## src/rtl/uni_shifter_pkg.sv

```systemverilog
package uni_shifter_pkg;

  typedef enum logic [1:0] {
    MODE_KEEP  = 2'b00,
    MODE_RIGHT = 2'b01,
    MODE_LEFT  = 2'b10,
    MODE_LOAD  = 2'b11
  } shift_mode_e;

  typedef struct packed {
    logic clear;
    logic keep;
    logic goRight;
    logic goLeft;
    logic load;
  } shift_strobes_t;

endpackage

```

## src/rtl/uni_shifter_ctrl.sv

```systemverilog
module uni_shifter_ctrl
  import uni_shifter_pkg::*;
(
  input  logic           rst,
  input  logic [1:0]     modeSel,
  output shift_strobes_t strobes
);

  shift_mode_e modeDec;
  assign modeDec = shift_mode_e'(modeSel);

  always_comb begin
    strobes = '0;
    if (rst) begin
      strobes.clear = 1'b1;
    end else begin
      unique case (modeDec)
        MODE_KEEP:  strobes.keep    = 1'b1;
        MODE_RIGHT: strobes.goRight = 1'b1;
        MODE_LEFT:  strobes.goLeft  = 1'b1;
        MODE_LOAD:  strobes.load    = 1'b1;
        default:    strobes.keep    = 1'b1;
      endcase
    end
  end

endmodule

```

## src/rtl/uni_shifter_dp.sv

```systemverilog
module uni_shifter_dp
  import uni_shifter_pkg::*;
#(
  parameter int WIDTH = 4
) (
  input  logic             clk,
  input  logic             rst,
  input  shift_strobes_t   strobes,
  input  logic             serRight,
  input  logic             serLeft,
  input  logic [WIDTH-1:0] parIn,
  output logic [WIDTH-1:0] word
);

  localparam int TOP = WIDTH - 1;

  logic [WIDTH-1:0] nextWord;

  for (genvar i = 0; i < WIDTH; i++) begin : g_bit
    logic fromAbove;
    logic fromBelow;

    if (i == TOP) begin : g_top
      assign fromAbove = serRight;
    end else begin : g_mid_hi
      assign fromAbove = word[i+1];
    end

    if (i == 0) begin : g_bottom
      assign fromBelow = serLeft;
    end else begin : g_mid_lo
      assign fromBelow = word[i-1];
    end

    always_comb begin
      nextWord[i] = word[i];
      if (strobes.clear)        nextWord[i] = 1'b0;
      else if (strobes.goRight) nextWord[i] = fromAbove;
      else if (strobes.goLeft)  nextWord[i] = fromBelow;
      else if (strobes.load)    nextWord[i] = parIn[i];
    end
  end

  always_ff @(posedge clk) begin
    word <= nextWord;
  end


  a_r2_keep_stable: assert property (@(posedge clk) disable iff (rst)
    strobes.keep |=> $stable(word));


  a_r3_right_move: assert property (@(posedge clk) disable iff (rst)
    strobes.goRight |=> word == {$past(serRight), $past(word[TOP:1])});


  a_r4_left_move: assert property (@(posedge clk) disable iff (rst)
    strobes.goLeft |=> word == {$past(word[TOP-1:0]), $past(serLeft)});


  a_r5_load_take: assert property (@(posedge clk) disable iff (rst)
    strobes.load |=> word == $past(parIn));

endmodule

```

## src/rtl/uni_shifter.sv

```systemverilog
module uni_shifter
  import uni_shifter_pkg::*;
#(
  parameter int WIDTH = 4
) (
  input  logic             clk,
  input  logic             rst,
  input  logic [1:0]       mode,
  input  logic             serRight,
  input  logic             serLeft,
  input  logic [WIDTH-1:0] parIn,
  output logic [WIDTH-1:0] parOut
);

  shift_strobes_t strobes;

  uni_shifter_ctrl u_ctrl (
    .rst     (rst),
    .modeSel (mode),
    .strobes (strobes)
  );

  uni_shifter_dp #(.WIDTH(WIDTH)) u_dp (
    .clk      (clk),
    .rst      (rst),
    .strobes  (strobes),
    .serRight (serRight),
    .serLeft  (serLeft),
    .parIn    (parIn),
    .word     (parOut)
  );


  a_r1_reset_zero: assert property (@(posedge clk)
    rst |=> parOut == '0);

  // exactly one strobe per edge
  a_r6_one_op: assert property (@(posedge clk)
    $countones(strobes) == 1);

endmodule

```

## config.mk

```make
export PLATFORM = sky130hd
export DESIGN_NAME = uni_shifter
export DESIGN_NICKNAME = d
export VERILOG_FILES = /design/src/rtl/uni_shifter_pkg.sv /design/src/rtl/uni_shifter_ctrl.sv /design/src/rtl/uni_shifter_dp.sv /design/src/rtl/uni_shifter.sv
export SDC_FILE = /design/constraint.sdc
export NUM_CORES = 1
export LEC_CHECK = 0
export ABC_AREA = 1
export ABC_CLOCK_PERIOD_IN_PS = 1100
export BUFFER_PORTS_ARGS = -buffer_cell sky130_fd_sc_hd__buf_2
export CAP_MARGIN = 20
export CORE_AREA = 3 3 40 42
export CTS_BUF_LIST = sky130_fd_sc_hd__clkbuf_4
export CTS_CLUSTER_DIAMETER = 200
export DETAILED_ROUTE_END_ITERATION = 10
export DIE_AREA = 0 0 43 45
export SYNTH_ARGS = -nofsm -noshare
export SYNTH_HDL_FRONTEND = slang
export SYNTH_SLANG_ARGS = --single-unit
```

## constraint.sdc

```tcl
create_clock -name clk -period 1.1 [get_ports clk]
set_input_delay 0.165 -clock clk [delete_from_list [all_inputs] [get_ports clk]]
set_output_delay 0.165 -clock clk [all_outputs]
set_load 0.01 [all_outputs]
```

# Word level (Yosys, flattened, before mapping)

Cells that the tools add are included.

Bits in registers: 4
Input bits: 10

Reduce and logical (&&, ||, !) cells: 1
Multiplexer cells: 17
Equality and inequality tests: 3

Operators with widths:

| cell                                                                  | count |
|---|---|
| 1-bit two-way mux                                                     | 16 |
| 2-bit equality test, second input constant                            | 2 |
| 3-bit two-way mux                                                     | 1 |
| 3-bit nonzero test                                                    | 1 |
| 2-bit by 1-bit equality test with 1-bit output, second input constant | 1 |

# Logic depth before layout (Yosys ltp)

Gate-level depths: netlist of the first run.

Depth after elaboration: 6
Depth in mapped cells: 6
Depth with buffers taken out: 6

# Hierarchy

Synthesis of the first run repeated with hierarchy kept, for this count alone.

Cell total of the unflattened synthesis: 57
Area, all modules: 304.0 µm²

By module, submodules not included:

| module           | area each (µm²) | seq. area each (µm²) | cells each | times used |
|---|---|---|---|---|
| uni_shifter_dp   | 262.8           | 80.1                 | 47         | 1 |
| uni_shifter_ctrl | 41.3            | 0.0                  | 10         | 1 |

# Worst setup path after synthesis of the first run

OpenSTA, ideal clock, no wires.

Path type: reg2reg
Start point: reg u_dp.word[1]
End point: reg u_dp.word[2]
Clock period less this slack: 0.779 ns
Stages on the path, launching flop included: 5
Setup time: 0.070 ns
Data arrival time: 0.709 ns
Required time: 1.030 ns
Slack: 0.321 ns
Cell sequence: dfxtp_1 > nand4_1 > nand3_1 > nand2_1 > a21oi_1

Word-level cells in the longest chain between the ends: 2

Ends and longest elaborated chain:

| item                   | RTL line             | source |
|---|---|---|
| from (decl)            | uni_shifter_dp.sv:12 | `output logic [WIDTH-1:0] word` |
| from (signal assigned) | uni_shifter_dp.sv:45 | `word <= nextWord;` |
| 1-bit two-way mux      | uni_shifter_dp.sv:39 | `else if (strobes.goLeft) nextWord[i] = fromBelow;` |
| 1-bit two-way mux      | uni_shifter_dp.sv:38 | `else if (strobes.goRight) nextWord[i] = fromAbove;` |

No other way between the ends.
A chain may end at the register's enable or synchronous reset.

# Final worst setup path of the first run

Start point: reg u_dp.word[2]
End point: out parOut[2]

RTL lines:

| item      | RTL line          | source |
|---|---|---|
| to (decl) | uni_shifter.sv:12 | `output logic [WIDTH-1:0] parOut` |

No word-level cell between the ends.

==> run metrics, run 1 <==
top post-synthesis cells by count nand2_1, nor2_1, nand3_1; final setup fails 0; area leader, netlist dfxtp_1; Clk Latency, worst-skew pair between 0.2 and 0.25 ns; gr ovfl total 0; Post-CTS Setup Inserts 0; vias in the first global route 247; fill count 165; first-pass GRT wire length around 1000 um; fin. max-slew vios 0; clk slew on worst S/H paths 0.04 ns; Post-route DRC 0; CTS buffer count 3; clock skew 0.0000585 ns; delay of the slowest critical-path stage about 0.37 ns; Die Ht roughly 45 um; layout cells sized above 1 0.379; crit share post-route 0.834; ANT cells 0; Routed WL 697 um; Final GP Congestion 0.717; largest net degree at the start of global routing 9; Crit Path Max Fanout 4; Total Neg Setup Slack 0 ns; Worst EP arrival 0.75 ns; CP endpoint kind output port; sequential element share of the synthesized area 0.296; fin worst setup slack between 0.15 and 0.2 ns; post_cts resized 0; EDFF count, synth 0; RR Endpoint u_dp.word[3]$_SDFFE_PP0P_; FP Rows 13; r2r worst-path depth 4; CTS tree yes; I/O Pins 14; Placed Area 354 um2; relative slew slack 0.811; DRT Pass-1 Iters 2; P_leak between 0.15 and 0.2 nW; Syn-to-layout area delta 39.4%; Via-to-Cell Ratio around 4.4; CP delay by family, top flip-flops; Hold Vio Cnt, Final 0; Max clock buf depth 2; Post-synth top flop dfxtp_1; hold endpoint u_dp.word[2]$_SDFFE_PP0P_; worst-path cell chain buf_2; top flop regs u_dp.word x4; Hold Startpoint rst; post-DP HPWL 549 um; max_cap viols 0; top cells by area, synth dfxtp_1, nand2_1, nand3_1, nand4_1, nor2_1; Mapped Nets 52; origin of the critical flop-to-flop path u_dp.word[2]$_SDFFE_PP0P_; CTS root buf clkbuf_4; Worst VDD drop 0.297 mV; die width 43 um; dominant cell by count in the synthesized netlist nand2_1; type of the tightest min-delay check in2reg; CTS Hold Buffers Added 0; max FFs per register 4; Sink Count 4; CP startpoint kind register; Post-Syn Area per Cell 6.43 um2; Slew @ Worst Pin between 0.2 and 0.3 ns; fin util 0.293; Mapped Area roughly 270 um2; critical path class reg2out; power density cells 1170 nW/um2; All-Layer GR Usage 0.0723; RSZ-0062 raised after global routing false; fmax ~1.1 GHz; worst reg2reg setup slack 0.30 ns; Power Total 0.439 mW; outcome finished clean; Initial Utilization 0.210; min cycle time layout 0.918 ns; die area between 1500 and 2000 um2; wire per inst roughly 9.5 um; Synth warnings 0; DP Worst Slack about 0.12 ns; htree depth 1; WP buf/inv 1; Yosys top cell area share 0.296; worst endpoint required time between 0.9 and 1 ns; number of routed nets with antenna violations 0; register with the most flip-flops u_dp.word; Cells after Synth 42; final net count 70; slowest CP cell dfxtp_1; async set-reset flop share out of synthesis 0; count of different cell masters after synthesis 11; Critical path origin u_dp.word[2]$_SDFFE_PP0P_; Vias about 320; worst hold path cell count 2; Synth Register Bits 4; antenna violations before repair 0; Design Area, Final 377 um2; Core ar. 1280 um2; Initial DRC Count 3; IO buf count 13
[logic make-up (layout without fill, tap and decap cells)]
logic type      Yosys count  in the layout  share of synthesized area
simple gates             29             29                      0.537
compound gates            6              6                      0.125
flops                     4              4                      0.296
buf+inv                   3             19                     0.0417
[per-stage QoR]
step | cells | hold slack (ns)
2_1_floorplan | 42 | 0.234
3_3_place_gp | 70 | 0.422
3_5_place_dp | 70 | 0.420
4_1_cts | 73 | 0.168
5_1_grt | 73 | 0.185
6_report | 73 | 0.176
[metal layers]
layer,routed length (um),vias to the layer above,GRT usage
met5,0,-,0
met4,0,0,0.0542
met3,59,0,0.0319
met2,312,8,0.105
met1,324,136,0.0839
li1,-,179,-
[worst max path at each step]
stage / endpoint / slack, ns / cells after the start
2_1_floorplan: u_dp.word[2]$_SDFFE_PP0P_ / 0.32 / 4
3_3_place_gp: u_dp.word[0]$_SDFFE_PP0P_ / 0.13 / 7
3_5_place_dp: u_dp.word[0]$_SDFFE_PP0P_ / 0.12 / 7
4_1_cts: parOut[2] / 0.16 / 1
5_1_grt: parOut[2] / 0.12 / 1
6_report: parOut[2] / 0.18 / 1
[cells in the final DEF (no fill, tap or decap), drive strengths merged]
cell    count
a21oi       4
inv         3
nand2      12
buf        13
o21ai       2
nand4       4
nand3       7
clkbuf      3
dfxtp       4
nor2        6
[power by group]
part / leakage [nW] / internal [mW] / switching (mW)
Sequential: 0.0328 / 0.155 / 0.00758
Combinational: 0.137 / 0.0376 / 0.0543
Clock: 0.0138 / 0.122 / 0.0624
Total: 0.184 / 0.315 / 0.124
[layout make-up]
cell class                      instances  area (um2)  area share
Timing Repair Buffer                   13        65.1       0.173
Sequential cell                         4        80.1       0.213
Inverter                                3        11.3      0.0299
Multi-Input combinational cell         35         179       0.475
Tap cell                               15        18.8      0.0498
Clock buffer                            3        22.5      0.0598
Note: power is estimated with default switching activity, not from simulation.
==> run 2: changes to the inputs <==
ABC_CLOCK_PERIOD_IN_PS = 800   (was 1100)
clock period = 0.8 ns   (was 1.1 ns; I/O delays follow)
==> run metrics, run 2 (same netlist as run 1, synthesis figures left out) <==
Non-Filler Instances 81 (+11%); DP Worst Slack -0.104 ns (-0.225 ns); Hold Vio Cnt, Final 0 (unchanged); die area 1940 um2 (unchanged); vias in the first global route 345 (+40%); CTS tree yes; top flop regs u_dp.word x4; fill count 146 (-12%); Die Ht 45 um (unchanged); sequential power share 0.343 (-0.027); Logic pwr share 0.297 (+0.088); relative slew slack 0.793 (-0.0179); wire per inst 11.1 um (+17%); fmax 1.12 GHz; layout cells sized above 1 0.561 (+0.181); final setup fails 6 (+6); Post-route DRC 0 (unchanged); number of routed nets with antenna violations 0 (unchanged); fin worst setup slack -0.0918 ns (-0.274 ns); Initial DRC Count 3 (unchanged); placed cell count 75 (+7.1%); All-Layer GR Usage 0.0967 (+0.0243); post-DP HPWL 606 um (+10%); area occupied by multi-input gates 190 um2 (+6.3%); origin of the critical flop-to-flop path u_dp.word[1]$_SDFFE_PP0P_; violated checks setup timing; largest net degree at the start of global routing 9 (unchanged); max FFs per register 4 (unchanged); Syn-to-layout area delta 82.4%; Int Power 0.484 mW (+54%); antenna violations before repair 0 (unchanged); Psw 0.179 mW (+44%); WHS 0.215 ns (+0.0383 ns); P_leak 0.232 nW (+26%); Final GP Congestion 0.693 (-3.3%); type of the tightest min-delay check in2reg; CTS buffer count 3 (unchanged); clk slew on worst S/H paths 0.04 ns (about the same); die width 43 um (unchanged); Crit Path Max Fanout 2 (-2); Seq. cell area 85.1 um2 (+6.2%); Slew @ Worst Pin 0.311 ns (+0.0268 ns); RSZ-0062 raised after global routing true; outcome finished with violations; IO buf count 13 (unchanged); critical path class reg2out; Worst VDD drop 0.588 mV (+98%); final net count 78 (+11%); I/O Pins 14 (unchanged); min cycle time layout 0.892 ns; Critical path origin u_dp.word[1]$_SDFFE_PP0P_; clock skew 0.00134 ns (+0.00128 ns); FP Rows 13 (unchanged); commonest non-fill, non-tap cell in the layout nand2_1; fin. max-slew vios 0 (unchanged); Core ar. 1280 um2 (unchanged); Vias 373 (+15%); CTS root buf clkbuf_4; hold endpoint u_dp.word[2]$_SDFFE_PP0P_; ANT cells 0 (unchanged); first-pass GRT wire length 1410 um (+40%); Worst EP arrival 0.77 ns (+0.02 ns); worst endpoint required time 0.68 ns (-0.26 ns); htree depth 1 (unchanged); gr ovfl total 0 (unchanged); worst reg2reg setup slack -0.05 ns (-0.35 ns); most frequent cells in the layout nand2_1, buf_2, buf_6; crit share post-route 1.11; r2r worst-path depth 5 (+1); power density cells 1340 nW/um2 (+15%); Sink Count 4 (unchanged); Sw Ratio 0.270 (-0.0134); CP endpoint kind output port; Clk Latency, worst-skew pair 0.23 ns (about the same); max_cap viols 0 (unchanged); Max clock buf depth 2 (unchanged); clock share of power 0.360 (-0.061); Routed WL 902 um (+29%); CP startpoint kind register; RR Endpoint u_dp.word[2]$_SDFFE_PP0P_; register with the most flip-flops u_dp.word; worst hold path cell count 3 (+1); Hold Startpoint rst; CTS Hold Buffers Added 0 (unchanged); Initial Utilization 0.210 (unchanged); DRT Pass-1 Iters 3 (+1); Via-to-Cell Ratio 4.60 (+4.1%)
## run 2: cell count changes in the layout (fill, tap and decap cells not counted)
cell and delta:
buf_4 +4, buf_6 +8, a21oi_1 -3, buf_2 -4
dfxtp_2 +4, a21oi_2 +3, dfxtp_1 -4
## run 2: layer usage
metal	part of all wire	routed length, um	global-route usage	vias up
li1	-	-	-	195
met1	0.42	377	0.114	170
met2	0.51	462	0.162	8
met3	0.070	63	0.0239	0
met4	0	0	0.0542	0
met5	0	0	0	-
## run 2: critical path: stages, from the launching register on
cell,delay [ns]
dfxtp_2,0.32
buf_6,0.11
buf_6,0.11
## run 2: how the worst max path moves through the flow
| stage | to | slack [ns] | cells after the start |
|---|---|---|---|
| after floorplan | u_dp.word[2]$_SDFFE_PP0P_ | 0.02 | 4 |
| after global placement | u_dp.word[0]$_SDFFE_PP0P_ | -0.1 | 7 |
| after detailed placement | u_dp.word[0]$_SDFFE_PP0P_ | -0.10 | 7 |
| after CTS | parOut[2] | -0.09 | 2 |
| after global routing | u_dp.word[2]$_SDFFE_PP0P_ | -0.12 | 5 |
| final | parOut[1] | -0.09 | 2 |
## run 2: area by class of cell
type                            count  area share
Multi-Input combinational cell     35       0.386
Timing Repair Buffer               21       0.335
Sequential cell                     4       0.173
Clock buffer                        3      0.0457
Tap cell                           15      0.0381
Inverter                            3      0.0228
## run 2: repair_timing
item,in CTS,in global routing
buffers inserted,2,2
endpoints found under the setup margin,5,8
pin swaps,5,2
resized for setup,10,5
## run 2: through the flow
stage	utilization	total power, mW	area [um2]	TNS [ns]
after global routing	0.384	0.697	493	-0.552
after global placement	0.305	0.374	392	-0.343
after floorplan	-	0.295	270	0
after detailed placement	0.305	0.375	392	-0.384
after CTS	0.357	0.655	459	-0.278
final	0.384	0.663	493	-0.301
## run 2: power by group through the flow
stage | clock network [mW] | logic, mW | registers [mW]
floorplan | 0 | 0.0643 | 0.231
detailed placement | 0 | 0.150 | 0.225
CTS | 0.254 | 0.176 | 0.226
finish | 0.239 | 0.196 | 0.227
global route | 0.255 | 0.214 | 0.228
global placement | 0 | 0.149 | 0.225
==> run 3: changes to the inputs <==
CTS_CLUSTER_DIAMETER = 100   (was 200)
SETUP_SLACK_MARGIN = 0.05   (was not set)
==> run metrics, run 3 (same netlist as run 1, synthesis figures left out) <==
power density cells 1410 nW/um2 (+5.1%); Power Total 0.642 mW (-3.2%); All-Layer GR Usage 0.0834 (-0.0133); worst endpoint required time 0.68 ns (about the same); clk slew on worst S/H paths 0.04 ns (about the same); max_cap viols 0 (unchanged); Crit Path Max Fanout 2 (unchanged); DRT Pass-1 Iters 4 (+1); WP buf/inv 2 (unchanged); violated checks setup timing; first-pass GRT wire length 1140 um (-20%); I/O Pins 14 (unchanged); slowest CP cell dfxtp_2; Slew @ Worst Pin 0.293 ns (-0.0172 ns); worst-path cell chain buf_6 > buf_6; worst reg2reg setup slack 0.03 ns (+0.08 ns); Worst VDD drop 0.667 mV (+14%); Design Area, Final 454 um2 (-7.9%); ANT cells 0 (unchanged); Initial DRC Count 7 (+4); antenna violations before repair 0 (unchanged); Post-CTS Setup Inserts 0 (-2); fin. max-slew vios 0 (unchanged); Die Ht 45 um (unchanged); CTS root buf clkbuf_4; final net count 74 (-5.1%); gr ovfl total 0 (unchanged); Logic pwr share 0.260 (-0.037); fmax 1.13 GHz (+0.98%); Sink Count 4 (unchanged); layout cells sized above 1 0.532 (-0.0283); most frequent cells in the layout nand2_1, buf_2, nor2_1; Final GP Congestion 0.684 (-1.4%); fin util 0.353 (-0.0302); FP Rows 13 (unchanged); min cycle time layout 0.883 ns (-0.00868 ns); Max clock buf depth 2 (unchanged); crit share post-route 1.10 (-0.0109); CP delay by family, top flip-flops; max FFs per register 4 (unchanged); Core ar. 1280 um2 (unchanged); vias in the first global route 280 (-19%); fin worst setup slack -0.0831 ns (+0.00868 ns); Psw 0.178 mW (-0.60%); IO buf count 13 (unchanged); Routed WL 755 um (-16%); Non-Filler Instances 77 (-4.9%); Post-route DRC 0 (unchanged); commonest non-fill, non-tap cell in the layout nand2_1; most used cell, CP buf_6; Placed Area 388 um2 (-0.96%); sequential power share 0.353 (+0.010); DP Worst Slack -0.103 ns (+0.00143 ns); Syn-to-layout area delta 68.1%; CP startpoint kind register; Sw Ratio 0.277 (+0.00721); Initial Utilization 0.210 (unchanged); critical path class reg2out; register with the most flip-flops u_dp.word; CP endpoint kind output port; outcome finished with violations; htree depth 1 (unchanged); Worst EP arrival 0.76 ns (about the same); Int Power 0.464 mW (-4.1%); clock share of power 0.387 (+0.027); delay of the slowest critical-path stage 0.32 ns (about the same); post-DP HPWL 583 um (-3.9%); wire per inst 9.81 um (-12%); Via-to-Cell Ratio 4.73 (+2.7%); Hold Vio Cnt, Final 0 (unchanged); CTS buffer count 3 (unchanged); top flop regs u_dp.word x4; final setup fails 3 (-3); Vias 364 (-2.4%); fill count 144 (-1.4%); type of the tightest min-delay check in2reg; placed cell count 74 (-1.3%); relative slew slack 0.804 (+0.0114); die area 1940 um2 (unchanged); largest net degree at the start of global routing 9 (unchanged); P_leak 0.210 nW (-9.3%); RSZ-0062 raised after global routing true; clock skew 0.00397 ns (+0.00264 ns); number of routed nets with antenna violations 0 (unchanged); die width 43 um (unchanged); Clk Latency, worst-skew pair 0.23 ns (about the same); CTS tree yes
## run 3: routing by layer
metal / wire length [um] / global-route usage
met4: 17 / 0.0723
met1: 343 / 0.0944
met3: 73 / 0.0438
met2: 322 / 0.114
met5: 0 / 0
## run 3: path summary, 6_finish.rpt
check	from	endpoint	cells after the start
worst max-delay path	u_dp.word[3]$_SDFFE_PP0P_	parOut[3]	2
worst min-delay path	rst	u_dp.word[0]$_SDFFE_PP0P_	3
worst max register to register	u_dp.word[1]$_SDFFE_PP0P_	u_dp.word[2]$_SDFFE_PP0P_	4
worst min register to register	u_dp.word[0]$_SDFFE_PP0P_	u_dp.word[0]$_SDFFE_PP0P_	2
## run 3: timing repair
action	in CTS	in global routing
setup endpoints to repair	7	8
hold buffers	0	0
pin swaps	5	2
endpoints found under the hold margin	0	0
gates resized for setup	6	4
## run 3: worst register-to-register path, delay by kind of cell, from the launching register on
family             cells  cell delay (ns)
and+or+nand+nor        3             0.24
AOI/OAI and AO/OA      1             0.11
DFF                    1             0.35
## run 3: layout make-up
cell class                      count  area [um2]  area share
Clock buffer                        3        22.5      0.0496
Inverter                            3        11.3      0.0248
Multi-Input combinational cell     35         190       0.419
Sequential cell                     4        87.6       0.193
Tap cell                           15        18.8      0.0413
Timing Repair Buffer               17         124       0.273
## run 3: power by group through the flow
stage               clock (mW)  sequential, mW  combinational [mW]
floorplan                    0           0.233              0.0644
global placement             0           0.228               0.143
detailed placement           0           0.228               0.144
CTS                      0.262           0.228               0.162
global route             0.272           0.228               0.184
finish                   0.248           0.227               0.167
## run 3: per-stage QoR
step | setup TNS [ns] | hold WS, ns
4_1_cts | -0.141 | 0.180
5_1_grt | -0.239 | 0.199
3_5_place_dp | -0.387 | 0.430
3_3_place_gp | -0.353 | 0.424
2_1_floorplan | 0 | 0.182
6_report | -0.105 | 0.190
